[config.mk]
export PLATFORM = sky130hd
export DESIGN_NAME = ipi_bank
export DESIGN_NICKNAME = d
export VERILOG_FILES = /design/src/rtl/ipi_bank_pkg.sv /design/src/rtl/ipi_bank_decode.sv /design/src/rtl/ipi_bank_core.sv /design/src/rtl/ipi_bank_mbox.sv /design/src/rtl/ipi_bank.sv
export SDC_FILE = /design/constraint.sdc
export NUM_CORES = 1
export LEC_CHECK = 0
export BUFFER_PORTS_ARGS = -buffer_cell sky130_fd_sc_hd__buf_2
export CAP_MARGIN = 0
export CORE_MARGIN = 4
export CORE_UTILIZATION = 58
export DETAILED_ROUTE_END_ITERATION = 10
export PLACE_DENSITY = 0.74
export SYNTH_ARGS = -nofsm -noshare
export SYNTH_HDL_FRONTEND = slang
export SYNTH_SLANG_ARGS = --single-unit
[constraint.sdc]
create_clock -name clk -period 3.6 [get_ports clk]
set_clock_uncertainty 0.15 [all_clocks]
set_input_delay 0.72 -clock clk [delete_from_list [all_inputs] [get_ports clk]]
set_output_delay 0.72 -clock clk [all_outputs]
set_load 0.05 [all_outputs]
[src/rtl/ipi_bank_pkg.sv]
package ipi_bank_pkg;
  localparam int unsigned OFF_STATUS = 32'h00;
  localparam int unsigned OFF_ENABLE = 32'h04;
  localparam int unsigned OFF_SET    = 32'h08;
  localparam int unsigned OFF_CLEAR  = 32'h0C;
  localparam int unsigned OFF_MBOX   = 32'h20;

  typedef enum logic [2:0] {
    SEL_NONE,
    SEL_STATUS,
    SEL_ENABLE,
    SEL_SET,
    SEL_CLEAR,
    SEL_MBOX
  } sel_e;
endpackage

[src/rtl/ipi_bank_decode.sv]
module ipi_bank_decode
  import ipi_bank_pkg::*;
#(
  parameter int ADDR_W     = 8,
  parameter int MBOX_WORDS = 8,
  localparam int IDX_W     = $clog2(MBOX_WORDS)
) (
  input  logic [ADDR_W-1:0] addr,
  output sel_e              sel,
  output logic [IDX_W-1:0]  idx
);
  localparam int unsigned MBOX_END = OFF_MBOX + 4 * MBOX_WORDS;

  logic [31:0]       a32;
  logic [ADDR_W-1:0] off;

  assign a32 = 32'(addr);
  assign off = addr - ADDR_W'(OFF_MBOX);
  assign idx = IDX_W'(off >> 2);

  always_comb begin
    sel = SEL_NONE;
    if (a32 == OFF_STATUS)      sel = SEL_STATUS;
    else if (a32 == OFF_ENABLE) sel = SEL_ENABLE;
    else if (a32 == OFF_SET)    sel = SEL_SET;
    else if (a32 == OFF_CLEAR)  sel = SEL_CLEAR;
    else if (a32 >= OFF_MBOX && a32 < MBOX_END && a32[1:0] == 2'b00)
      sel = SEL_MBOX;
  end
endmodule

[src/rtl/ipi_bank_core.sv]
module ipi_bank_core #(
  parameter int DATA_W = 32
) (
  input  logic              clk,
  input  logic              rst_n,
  input  logic              set_we,
  input  logic              clr_we,
  input  logic              en_we,
  input  logic [DATA_W-1:0] wdata,
  output logic [DATA_W-1:0] status_q,
  output logic [DATA_W-1:0] en_q,
  output logic              irq
);
  logic [DATA_W-1:0] status_nx;
  logic              irq_nx;

  always_comb begin
    status_nx = status_q;
    irq_nx    = irq;
    if (set_we) begin
      status_nx = status_q | wdata;
      if ((status_nx & en_q) != '0) irq_nx = 1'b1;
    end else if (clr_we) begin
      status_nx = status_q & ~wdata;
      if (status_nx == '0 && en_q != '0) irq_nx = 1'b0;
    end
  end

  always_ff @(posedge clk or negedge rst_n) begin
    if (!rst_n) begin
      status_q <= '0;
      en_q     <= '0;
      irq      <= 1'b0;
    end else begin
      status_q <= status_nx;
      irq      <= irq_nx;
      if (en_we) en_q <= wdata;
    end
  end
endmodule

[src/rtl/ipi_bank_mbox.sv]
module ipi_bank_mbox #(
  parameter int DATA_W     = 32,
  parameter int MBOX_WORDS = 8,
  localparam int IDX_W     = $clog2(MBOX_WORDS)
) (
  input  logic              clk,
  input  logic              rst_n,
  input  logic              we,
  input  logic [IDX_W-1:0]  idx,
  input  logic [DATA_W-1:0] wdata,
  output logic [DATA_W-1:0] rdata
);
  logic [DATA_W-1:0] words [MBOX_WORDS];

  for (genvar w = 0; w < MBOX_WORDS; w++) begin : g_word
    logic [DATA_W-1:0] word_q;
    always_ff @(posedge clk or negedge rst_n) begin
      if (!rst_n)                         word_q <= '0;
      else if (we && idx == IDX_W'(w))    word_q <= wdata;
    end
    assign words[w] = word_q;
  end

  assign rdata = words[idx];
endmodule

[src/rtl/ipi_bank.sv]
module ipi_bank
  import ipi_bank_pkg::*;
#(
  parameter int DATA_W     = 32,
  parameter int ADDR_W     = 8,
  parameter int MBOX_WORDS = 8
) (
  input  logic              clk,
  input  logic              rst_n,
  input  logic              req_valid,
  output logic              req_ready,
  input  logic              req_write,
  input  logic [ADDR_W-1:0] req_addr,
  input  logic [DATA_W-1:0] req_wdata,
  output logic              rsp_valid,
  input  logic              rsp_ready,
  output logic [DATA_W-1:0] rsp_rdata,
  output logic              err_illegal,
  output logic              err_unimpl,
  output logic              irq
);
  localparam int IDX_W = $clog2(MBOX_WORDS);

  sel_e              sel;
  logic [IDX_W-1:0]  idx;
  logic              acc;
  logic              wr;
  logic              rd;
  logic [DATA_W-1:0] status_q;
  logic [DATA_W-1:0] en_q;
  logic [DATA_W-1:0] mbox_rdata;
  logic [DATA_W-1:0] rd_mux;

  assign req_ready = !rsp_valid || rsp_ready;
  assign acc       = req_valid && req_ready;
  assign wr        = acc && req_write;
  assign rd        = acc && !req_write;

  ipi_bank_decode #(.ADDR_W(ADDR_W), .MBOX_WORDS(MBOX_WORDS)) u_dec (
    .addr (req_addr),
    .sel  (sel),
    .idx  (idx)
  );

  ipi_bank_core #(.DATA_W(DATA_W)) u_core (
    .clk      (clk),
    .rst_n    (rst_n),
    .set_we   (wr && sel == SEL_SET),
    .clr_we   (wr && sel == SEL_CLEAR),
    .en_we    (wr && sel == SEL_ENABLE),
    .wdata    (req_wdata),
    .status_q (status_q),
    .en_q     (en_q),
    .irq      (irq)
  );

  ipi_bank_mbox #(.DATA_W(DATA_W), .MBOX_WORDS(MBOX_WORDS)) u_mbox (
    .clk   (clk),
    .rst_n (rst_n),
    .we    (wr && sel == SEL_MBOX),
    .idx   (idx),
    .wdata (req_wdata),
    .rdata (mbox_rdata)
  );

  always_comb begin
    case (sel)
      SEL_STATUS: rd_mux = status_q;
      SEL_ENABLE: rd_mux = en_q;
      SEL_MBOX:   rd_mux = mbox_rdata;
      default:    rd_mux = '0;
    endcase
  end

  always_ff @(posedge clk or negedge rst_n) begin
    if (!rst_n) begin
      rsp_valid   <= 1'b0;
      rsp_rdata   <= '0;
      err_illegal <= 1'b0;
      err_unimpl  <= 1'b0;
    end else begin
      if (rd) begin
        rsp_valid <= 1'b1;
        rsp_rdata <= rd_mux;
      end else if (rsp_ready) begin
        rsp_valid <= 1'b0;
      end
      err_illegal <= wr && sel == SEL_STATUS;
      err_unimpl  <= acc && sel == SEL_NONE;
    end
  end
endmodule

Word level (Yosys, flattened, before mapping):

Cells that the tools add are included.

* register bits: 356
* bits of input ports: 45
* output and inout port bits: 37
* word-level logic and storage cells: 91

* $add $sub $neg: 1
* $lt $le $gt $ge: 3
* equal/unequal tests: 16
* multiplexer cells: 17
* bitwise gates (word level): 5
* reduce and logical (&&, ||, !) cells: 34

Operator list (number)
* $mux 32: 4
* $bmux 32 s3: 1
* $pmux 32 s3: 1
* $and 32x32->32: 2
* $logic_not 32->1: 2
* $reduce_bool 32->1: 2
* $not 32->32: 1
* $or 32x32->32: 1
* $logic_and 1x1->1: 20
* $eq 3x3->1 const B: 6
* $eq 8x4->1 const B: 2
* $mux 3: 5
* $eq 3x2->1 const B: 4
* $eq 8x3->1 const B: 1
* $ge 8x6->1 const B: 1
* $lt 8x7->1 const B: 1
* $eq 3x1->1 const B: 2
* $logic_not 3->1: 2
* $mux 1: 6
* $reduce_bool 2->1: 3
* $sub 5x1->5 const B: 1
* $ge 4x4->1 const B: 1
* $not 3->4: 1
* $reduce_and 3->1: 1
* other kinds (4): 5

Logic depth before layout (Yosys ltp):

Gate-level depths: netlist of the first run.

* depth after elaboration: 12
* gate-level depth with buffers: 8
* mapped depth without buffers: 5

By module:

Synthesis of the first run repeated with hierarchy kept, for this count alone.

* cell total of the unflattened synthesis: 1244
* area total of the unflattened synthesis: 16733.5 um2

By module, submodules not included
* ipi_bank_mbox: times used 1, cells an instance 795, area each 11526.1 um2, seq. area each 6406.1 um2
* ipi_bank_core: times used 1, cells an instance 279, area each 3049.2 um2, seq. area each 1626.6 um2
* ipi_bank: times used 1, cells an instance 160, area each 2072.0 um2, seq. area each 875.8 um2
* ipi_bank_decode: times used 1, cells an instance 10, area each 86.3 um2, seq. area each 0.0 um2

Worst setup path before layout of the first run:

No wires, ideal clock.

* kind: input-to-reg
* from: input rsp_ready
* to: register u_mbox.g_word[0].word_q[10]
* arrival time: 2643 ps
* required time: 3325 ps
* setup slack: 683 ps
* stages on the path: 6
* buffers on the path: 1
* cell sequence: nand2b_1 -> nand3_1 -> or3_4 -> nor3_4 -> buf_6 -> mux2_2

* word-level cells in the longest chain between the ends: 5

Ends and longest elaborated chain
* start: declaration: line ipi_bank.sv:16 `input logic rsp_ready,`
* $logic_or 1x1->1: line ipi_bank.sv:34 `assign req_ready = !rsp_valid || rsp_ready;`
* $logic_and 1x1->1: line ipi_bank.sv:35 `assign acc = req_valid && req_ready;`
* $logic_and 1x1->1: line ipi_bank.sv:36 `assign wr = acc && req_write;`
* $logic_and 1x1->1: line ipi_bank.sv:60 `.we (wr && sel == SEL_MBOX),`
* $logic_and 1x1->1: line ipi_bank_mbox.sv:19 `else if (we && idx == IDX_W'(w)) word_q <= wdata;`
* end signal: assignment: line ipi_bank_mbox.sv:19
* end: declaration: line ipi_bank_mbox.sv:16 `logic [DATA_W-1:0] word_q;`

No other way between the ends.
A chain may end at the register's enable or synchronous reset.

Worst setup path in the final report of the first run:

* from: register rsp_valid
* to: register u_mbox.g_word[1].word_q[17]

* word-level cells in the longest chain between the ends: 6

Ends and longest elaborated chain
* start: declaration: line ipi_bank.sv:15 `output logic rsp_valid,`
* start signal: assignment: line ipi_bank.sv:77 `rsp_valid <= 1'b0;`
* start signal: assignment: line ipi_bank.sv:83 `rsp_valid <= 1'b1;`
* start signal: assignment: line ipi_bank.sv:86 `rsp_valid <= 1'b0;`
* $logic_not 1->1: line ipi_bank.sv:34
* $logic_or 1x1->1: line ipi_bank.sv:34
* $logic_and 1x1->1: line ipi_bank.sv:35
* $logic_and 1x1->1: line ipi_bank.sv:36
* $logic_and 1x1->1: line ipi_bank.sv:60
* $logic_and 1x1->1: line ipi_bank_mbox.sv:19
* end signal: assignment: line ipi_bank_mbox.sv:19
* end: declaration: line ipi_bank_mbox.sv:16

No other way between the ends.

==> impl_metrics.toml, run 1 <==
[status]
status = "finished, final reports clean"

[finish]
final_common_cell = "dfrtp_1"
areaGrowthSynthToFinish_pct = 12.8
fin_cells = 1640
final_cell_mix = "dfrtp_1 (356), mux2_2 (279), buf_2 (78)"
drive_gt1_share_pct = 42.1
nFillCells = 2053
nNetsFinal = 1278
stdcell_area_sq_um = 18400
final_util_pct = 66.1

[place]
placed_area_sq_um = 17100
dp_slack_ns = 0.703
dp.cells = 1570
io_buffers = 81
hpwl_um = 24600
gp_congestion = 0.905

[sta]
fmax_mhz = 415
rsz0062_at_grt = "no"
setup-violations-final = 0
finalHoldViolations = 0
holdWs_ns = 0.340
drv_slew = 0
fin_crit_sh_pct = 66.9
setup_ws_ns = 1.19
relSlewSlack_pct = 54.1
fin_crit_ns = 2.41
worstMarginPinSlew_ns = 0.688
fin_setup_tns_ns = 0

[critical_path]
cp.required_ns = 3.84
ff2ff_setup_slack_ns = 1.19
worstPathMaxFanout = 17
rr_startpoint = "rsp_valid"
critical_path_class = "flip-flop to flip-flop"
endpoint_kind = "flip-flop"
startpoint_type = "flip-flop"
cp.arrival_ns = 2.65
cp-startpoint = "rsp_valid"

[floorplanning]
die_w_um = 176
fp.dieH_um = 176
dieArea_sq_um = 30800
io_pins = 82
rows = 61
start_util_pct = 58.6
coreArea_sq_um = 27800

[clocking]
cts_setup_buffers = 0
numCtsBuffers = 38
hold_buffers = 1
h-tree-depth = 2
cts_tree = "yes"
clock_latency_ns = 0.52
cts_buffer_depth = 3
clk_pin_slew_ns = 0.06
numClockSinks = 356
cts_resized = 0
ctsRootBufferMaster = "clkbuf_16"

[synth]
synth_area_sq_um = 16300
synth_nets = 1226
ys_types = 35
yosys_warnings = 0
avgSynthCellArea_sq_um = 13.8
yosysSeqAreaShare_pct = 54.7
synth_seq_cells = 356
synthCells = 1181

[detailed_routing]
drc = 0
drtIter0Drc = 943
wl_um = 40000
drtPass1Iterations = 6
vias = 10400
route.detailed.wl_per_inst_um = 24.4
avgViaCountPerCell = 6.33
detail-route-antenna-nets = 0

[power]
powerDensity_nw_per_um2 = 462
vdd.ir_drop.worst_mv = 0.386
power_mw = 8.48
p_leak_nw = 8.78

[global_route]
grt_max_degree = 90
grt_pass1_vias = 10700
antenna_found_initial = 2
grt_overflow_total = 0
grt_pass1_wl_um = 62700
track_usage_pct = 26.1

[flow_run]
drv_cap = 0

[min_path]
worstHoldPathType = "flip-flop to flip-flop"
hold_start = "u_mbox.g_word[3].word_q[29]"
-- worst max-delay path, cell delays in order (launching register included) --
cell	delay, ns
dfrtp_1	0.37
nand2b_1	0.15
nand3_1	0.27
or3_4	0.48
nor2_4	0.13
buf_4	0.33
mux2_2	0.38
-- cells by family after synthesis --
kind of cell,count (synthesis),synth area share (%)
buffers and inverters,138,3.66
flip-flops,356,54.7
AND/OR/NAND/NOR,124,4.01
AO/OA/AOI/OAI,179,6.91
multiplexers,384,30.7
-- worst paths after layout --
check | endpoint | cells after the start
hold / removal | u_mbox.g_word[3].word_q[29] | 1
setup / recovery | u_mbox.g_word[1].word_q[17] | 6
hold reg to reg | u_mbox.g_word[3].word_q[29] | 1
max in group asynchronous | u_mbox.g_word[7].word_q[6] | 3
setup reg to reg | u_mbox.g_word[1].word_q[17] | 6
min in group asynchronous | u_mbox.g_word[5].word_q[17] | 2
-- flip-flops by register name (all words and copies together) (netlist names), named ones only --
name / count
u_mbox.g_word.word_q: 256
u_core.en_q: 32
err_illegal: 1
rsp_rdata: 32
err_unimpl: 1
u_core.irq: 1
rsp_valid: 1
-- where the power goes --
part           switching (mW)  total [mW]  internal [mW]
registers              0.0545        4.15           4.09
clock network            1.54        3.83           2.29
logic                   0.311       0.505          0.193
total                    1.91        8.48           6.57
-- synthesized netlist by cell type --
cell        n  area (sq um)
mux4_2     64          1440
nand4b_1    1          8.76
nand3_1     3          15.0
buf_2      18          90.1
o21ai_0    65           325
buf_1      12          45.0
nor2_2      3          18.8
o22ai_1    16           100
nor3_4      1          16.3
nor4_2      1          12.5
a22o_1     32           280
nand2b_1    5          31.3
nand3b_1    2          15.0
buf_4       9          67.6
and3_1      1          6.26
and2_1      1          6.26
nand4_1    10          62.6
inv_1      33           124
nor3_2      1          10.0
or3_4       1          11.3
and4_1      1          8.76
nor2_1      3          11.3
nor4_1     13          81.3
clkbuf_1   63           236
o221a_2     1          11.3
dfrtp_1   356          8910
o21a_1      1          7.51
nand2_1    38           143
a21oi_1    32           160
a22oi_1    32           240
mux2_1      9           101
buf_6       3          33.8
mux2_2    279          3140
nor3_1     39           195
mux2i_1    32           320
-- metal layers --
metal	GRT usage (%)	wire length, um
met5	0	0
met4	9.91	1760
met3	3.62	1910
met2	41.6	19100
met1	37.3	17300
-- layout make-up --
cell class	count	area, sq um	share of cell area [%]
Sequential cell	356	8910	48.5
Multi-Input combinational cell	687	6830	37.2
Clock buffer	61	1170	6.36
Timing Repair Buffer	117	806	4.39
Tap cell	378	473	2.57
Inverter	33	124	0.674
Clock inverter	6	58.8	0.320
Antenna cell	2	5.00	0.0272
Power figures use the tool's default switching activity.
==> inputs of run 2 (changes only) <==
==> constraint.sdc (replaced) <==
create_clock -name clk -period 2.45 [get_ports clk]
set_clock_uncertainty 0.15 [all_clocks]
set_input_delay 0.49 -clock clk [delete_from_list [all_inputs] [get_ports clk]]
set_output_delay 0.49 -clock clk [all_outputs]
set_load 0.05 [all_outputs]
==> run 2 against run 1 <==
  * Sequential power is 47% higher
  * Routed wire length is 2.0% higher
  * First-iteration DRC count is 8.3% lower
  * Register-to-register slack worse by 0.99 ns
  * Final cell count is 1.2% higher
  * Fmax is 7.0% higher
  * Critical path depth stayed put
  * Flip-flop and latch count stayed put
  * Die area stayed put
  * Clock power is 49% higher
  * Critical path type unchanged
  * Largest cell class unchanged
  * Largest power group unchanged
==> impl_metrics.toml, run 2 (synthesis gave the netlist of run 1 again) <==
[clocking]
numClockSinks = 356
cts_tree = "yes"
h-tree-depth = 2
clock_latency_ns = 0.52
ctsRootBufferMaster = "clkbuf_16"
numCtsBuffers = 38
clk_pin_slew_ns = 0.06
cts_buffer_depth = 3

[floorplanning]
io_pins = 82
start_util_pct = 58.6
rows = 61
coreArea_sq_um = 27800
die_w_um = 176
dieArea_sq_um = 30800
fp.dieH_um = 176

[critical_path]
r2r_cells = 6
cp.arrival_ns = 2.50
critical_path_class = "flip-flop to flip-flop"
cp.required_ns = 2.70
rr_startpoint = "rsp_valid"
r2r_end = "u_mbox.g_word[0].word_q[21]"
startpoint_type = "flip-flop"
endpoint_kind = "flip-flop"
worstPathMaxFanout = 32
cp-startpoint = "rsp_valid"
ff2ff_setup_slack_ns = 0.20

[sta]
finalHoldViolations = 0
rsz0062_at_grt = "no"
fin_crit_sh_pct = 91.9
worstMarginPinSlew_ns = 0.548
drv_slew = 0
holdWs_ns = 0.119
relSlewSlack_pct = 63.5
fin_crit_ns = 2.25
fmax_mhz = 444
setup-violations-final = 0

[finish]
final_common_cell = "dfrtp_1"
areaGrowthSynthToFinish_pct = 15.4
fin_cells = 1660
top_register = "u_mbox.g_word.word_q"
final_cell_mix = "dfrtp_1 (355), mux2_2 (279), buf_2 (78)"
nNetsFinal = 1301
regArea_sq_um = 8910
largest_reg_flops = 256
multi_input_area_sq_um = 6830
nFillCells = 2005
largestRegisters = "u_mbox.g_word.word_q (256), rsp_rdata (32), u_core.en_q (32)"
drive_gt1_share_pct = 43.3

[global_route]
track_usage_pct = 27.1
antenna_found_initial = 2
grt_pass1_vias = 11300
grt_max_degree = 74
grt_overflow_total = 0
grt_pass1_wl_um = 64900

[power]
p_leak_nw = 8.99
vdd.ir_drop.worst_mv = 0.489
powerDensity_nw_per_um2 = 670

[min_path]
worstHoldPathType = "input pin to flip-flop"
hold_depth = 2
hold_start = "req_valid"
min_to = "err_unimpl"

[flow_run]
drv_cap = 0

[detailed_routing]
avgViaCountPerCell = 6.32
drtPass1Iterations = 5
drtIter0Drc = 865
wl_um = 40800
drc = 0
vias = 10500
detail-route-antenna-nets = 0
route.detailed.wl_per_inst_um = 24.6

[place]
gp_congestion = 0.999
io_buffers = 81
hpwl_um = 26400
dp.cells = 1593

[status]
status = "finished, final reports clean"
[run 2: cell count changes in the layout (fill, tap and decap cells not counted), moves of 2 or more]
cell / delta
buf_12: +18
clkbuf_8: -4
clkbuf_16: +2
buf_4: +5
clkbuf_1: -2
[run 2: routing by layer]
layer | vias up | GRT usage [%] | share of wire [%]
li1 | 4532 | - | -
met1 | 5504 | 36.8 | 41
met2 | 358 | 44.7 | 49
met3 | 103 | 4.43 | 5.6
met4 | 2 | 10.3 | 4.0
met5 | - | 0 | 0.037
[run 2: worst max-delay path, stage by stage, from the launching register on]
cell and delay [ns]:
dfrtp_2 0.42, nand2b_4 0.07, nand3_1 0.19, or3_4 0.46
nor3_4 0.17, buf_12 0.28, mux2_2 0.37
[run 2: worst max-delay path by stage]
| stage | to | slack, ns | depth (start not counted) |
|---|---|---|---|
| after floorplan | u_mbox.g_word[0].word_q[10] | 0.03 | 6 |
| after global placement | u_mbox.g_word[0].word_q[5] | -0.20 | 7 |
| after detailed placement | u_mbox.g_word[0].word_q[3] | -0.23 | 7 |
| after CTS | u_mbox.g_word[0].word_q[21] | 0.21 | 6 |
| after global routing | u_mbox.g_word[0].word_q[22] | 0.16 | 6 |
| final | u_mbox.g_word[0].word_q[21] | 0.20 | 6 |
[run 2: stage by stage]
step                worst slack, ns  utilization (%)  instance area (sq um)  power, mW  setup TNS (ns)
finish                        0.198             67.7                  18800       12.6               0
global route                  0.165             67.7                  18800       13.0               0
CTS                           0.215             67.7                  18800       12.7               0
detailed placement           -0.232             63.1                  17500       6.98          -26.94
global placement             -0.202             63.1                  17500       6.96          -23.71
floorplan                    0.0276                -                  16300       6.60               0
[run 2: repair_timing]
action,in CTS,in global routing
gates resized for setup,0,0
hold buffers,1,0
buffers inserted,0,0
endpoints found under the hold margin,38,0
[run 2: final cells by class]
| class | count | share of cell area [%] |
|---|---|---|
| inverter | 33 | 0.659 |
| sequential | 356 | 47.4 |
| clock buffer | 57 | 6.15 |
| timing repair buffer | 140 | 6.40 |
| multi-input combinational | 687 | 36.3 |
| antenna | 1 | 0.0133 |
| tap | 378 | 2.52 |
| clock inverter | 8 | 0.519 |
[run 2: report_power, final]
| group | switching [mW] | internal (mW) | leakage, nW |
|---|---|---|---|
| registers | 0.0825 | 6.01 | 4.95 |
| logic | 0.470 | 0.312 | 3.43 |
| clock network | 2.25 | 3.47 | 0.619 |
==> inputs of run 3 (changes only) <==
==> constraint.sdc (replaced) <==
create_clock -name clk -period 2.72 [get_ports clk]
set_clock_uncertainty 0.15 [all_clocks]
set_input_delay 0.544 -clock clk [delete_from_list [all_inputs] [get_ports clk]]
set_output_delay 0.544 -clock clk [all_outputs]
set_load 0.05 [all_outputs]
==> run 3 against run 2 <==
  * Setup slack improved by 0.31 ns
  * Clock power fell by 7.2%
  * Count of clock-buffer cells in the layout is 2 higher
  * First-iteration DRC count up 1.8%
  * Die area did not move
  * Flip-flop and latch count is the same
  * Critical endpoint is now u_mbox.g_word[6].word_q[2]
==> impl_metrics.toml, run 3 (synthesis gave the netlist of run 1 again) <==
[sta]
fin_crit_ns = 2.21
drv_slew = 0
rsz0062_at_grt = "no"
relSlewSlack_pct = 50.6
worstMarginPinSlew_ns = 0.741
setup-violations-final = 0
fin_setup_tns_ns = 0
fin_crit_sh_pct = 81.2
fmax_mhz = 453
finalHoldViolations = 0

[floorplanning]
dieArea_sq_um = 30800
rows = 61
die_w_um = 176
coreArea_sq_um = 27800
fp.dieH_um = 176
start_util_pct = 58.6
io_pins = 82

[critical_path]
startpoint_type = "flip-flop"
endpoint_kind = "flip-flop"
worstPathMaxFanout = 28
cp.arrival_ns = 2.46
critical_path_class = "flip-flop to flip-flop"
rr_startpoint = "rsp_valid"
ff2ff_setup_slack_ns = 0.51
r2r_end = "u_mbox.g_word[6].word_q[2]"
cp.required_ns = 2.97
r2r_cells = 7

[global_route]
antenna_found_initial = 1
grt_pass1_vias = 11100
grt_pass1_wl_um = 64600
grt_max_degree = 99
grt_overflow_total = 0
track_usage_pct = 26.9

[min_path]
hold_start = "req_valid"
min_to = "err_unimpl"
worstHoldPathType = "input pin to flip-flop"
hold_depth = 2

[clocking]
clock_latency_ns = 0.52
cts_buffer_depth = 3
cts_setup_buffers = 0
cts_tree = "yes"
clk_pin_slew_ns = 0.06
ctsRootBufferMaster = "clkbuf_16"
numClockSinks = 356
h-tree-depth = 2
numCtsBuffers = 39

[detailed_routing]
vias = 10500
drtPass1Iterations = 5
avgViaCountPerCell = 6.37
route.detailed.wl_per_inst_um = 24.5
drtIter0Drc = 881
drc = 0
detail-route-antenna-nets = 0
wl_um = 40300

[power]
p_leak_nw = 8.93
powerDensity_nw_per_um2 = 614
vdd.ir_drop.worst_mv = 0.568

[finish]
drive_gt1_share_pct = 43.2
largestRegisters = "u_mbox.g_word.word_q (256), rsp_rdata (32), u_core.en_q (32)"
largest_reg_flops = 256
top_register = "u_mbox.g_word.word_q"
fin_cells = 1650
final_common_cell = "dfrtp_1"
nNetsFinal = 1291
num_antenna_cells = 0
nFillCells = 2009
areaGrowthSynthToFinish_pct = 14.8
final_cell_mix = "dfrtp_1 (356), mux2_2 (279), buf_2 (78)"
multi_input_area_sq_um = 6830
regArea_sq_um = 8910

[flow_run]
drv_cap = 0

[status]
status = "finished, final reports clean"

[place]
io_buffers = 81
gp_congestion = 0.936
hpwl_um = 25300
dp.cells = 1582
[run 3: cell type report]
cell class                      count  area share (%)
Inverter                           33           0.663
Clock buffer                       59            6.42
Sequential cell                   356            47.6
Tap cell                          378            2.53
Timing Repair Buffer              129            5.66
Multi-Input combinational cell    687            36.5
Clock inverter                      8           0.555
[run 3: worst max-delay path by stage]
stage | from | endpoint | slack (ns) | depth (start not counted)
5_1_grt | rsp_valid | u_mbox.g_word[6].word_q[1] | 0.40 | 7
3_5_place_dp | req_addr[7] | u_mbox.g_word[0].word_q[20] | 0.03 | 7
3_3_place_gp | req_addr[7] | u_mbox.g_word[0].word_q[8] | 0.06 | 7
6_report | rsp_valid | u_mbox.g_word[6].word_q[2] | 0.51 | 7
4_1_cts | rsp_valid | u_mbox.g_word[0].word_q[20] | 0.51 | 6
2_1_floorplan | rsp_valid | u_mbox.g_word[0].word_q[10] | 0.16 | 6
[run 3: metal layers]
layer / vias to the layer above / GRT usage [%] / wire, um
li1: 4524 / - / -
met1: 5544 / 38.2 / 17000
met2: 359 / 43.4 / 19600
met3: 85 / 4.48 / 2480
met4: 2 / 8.48 / 1230
met5: - / 0 / 12
[run 3: repair_timing]
item,4_1_cts,5_1_grt
hold buffers,1,0
endpoints found under the hold margin,27,0
resized for setup,0,0
[run 3: metrics by stage]
stage          setup WS (ns)  total power, mW  cell area, sq um  hold slack, ns  utilization (%)
2_1_floorplan          0.164             5.94             16300          0.0984                -
3_3_place_gp          0.0632             6.25             17400           0.278             62.6
3_5_place_dp          0.0278             6.27             17400           0.276             62.6
4_1_cts                0.510             11.6             18700           0.161             67.3
5_1_grt                0.395             11.9             18700           0.165             67.3
6_report               0.510             11.5             18700           0.179             67.3
[run 3: power breakdown]
| group | internal [mW] | switching (mW) |
|---|---|---|
| sequential | 5.42 | 0.0742 |
| clock | 3.23 | 2.07 |
| combinational | 0.270 | 0.416 |
| total | 8.91 | 2.56 |
[run 3: critical path, cell delays in order, from the launching register on]
cell	delay [ns]
dfrtp_1	0.38
nand2b_2	0.11
nand3_1	0.16
buf_4	0.20
nor3_2	0.28
nand3b_1	0.23
buf_12	0.26
mux2_2	0.29
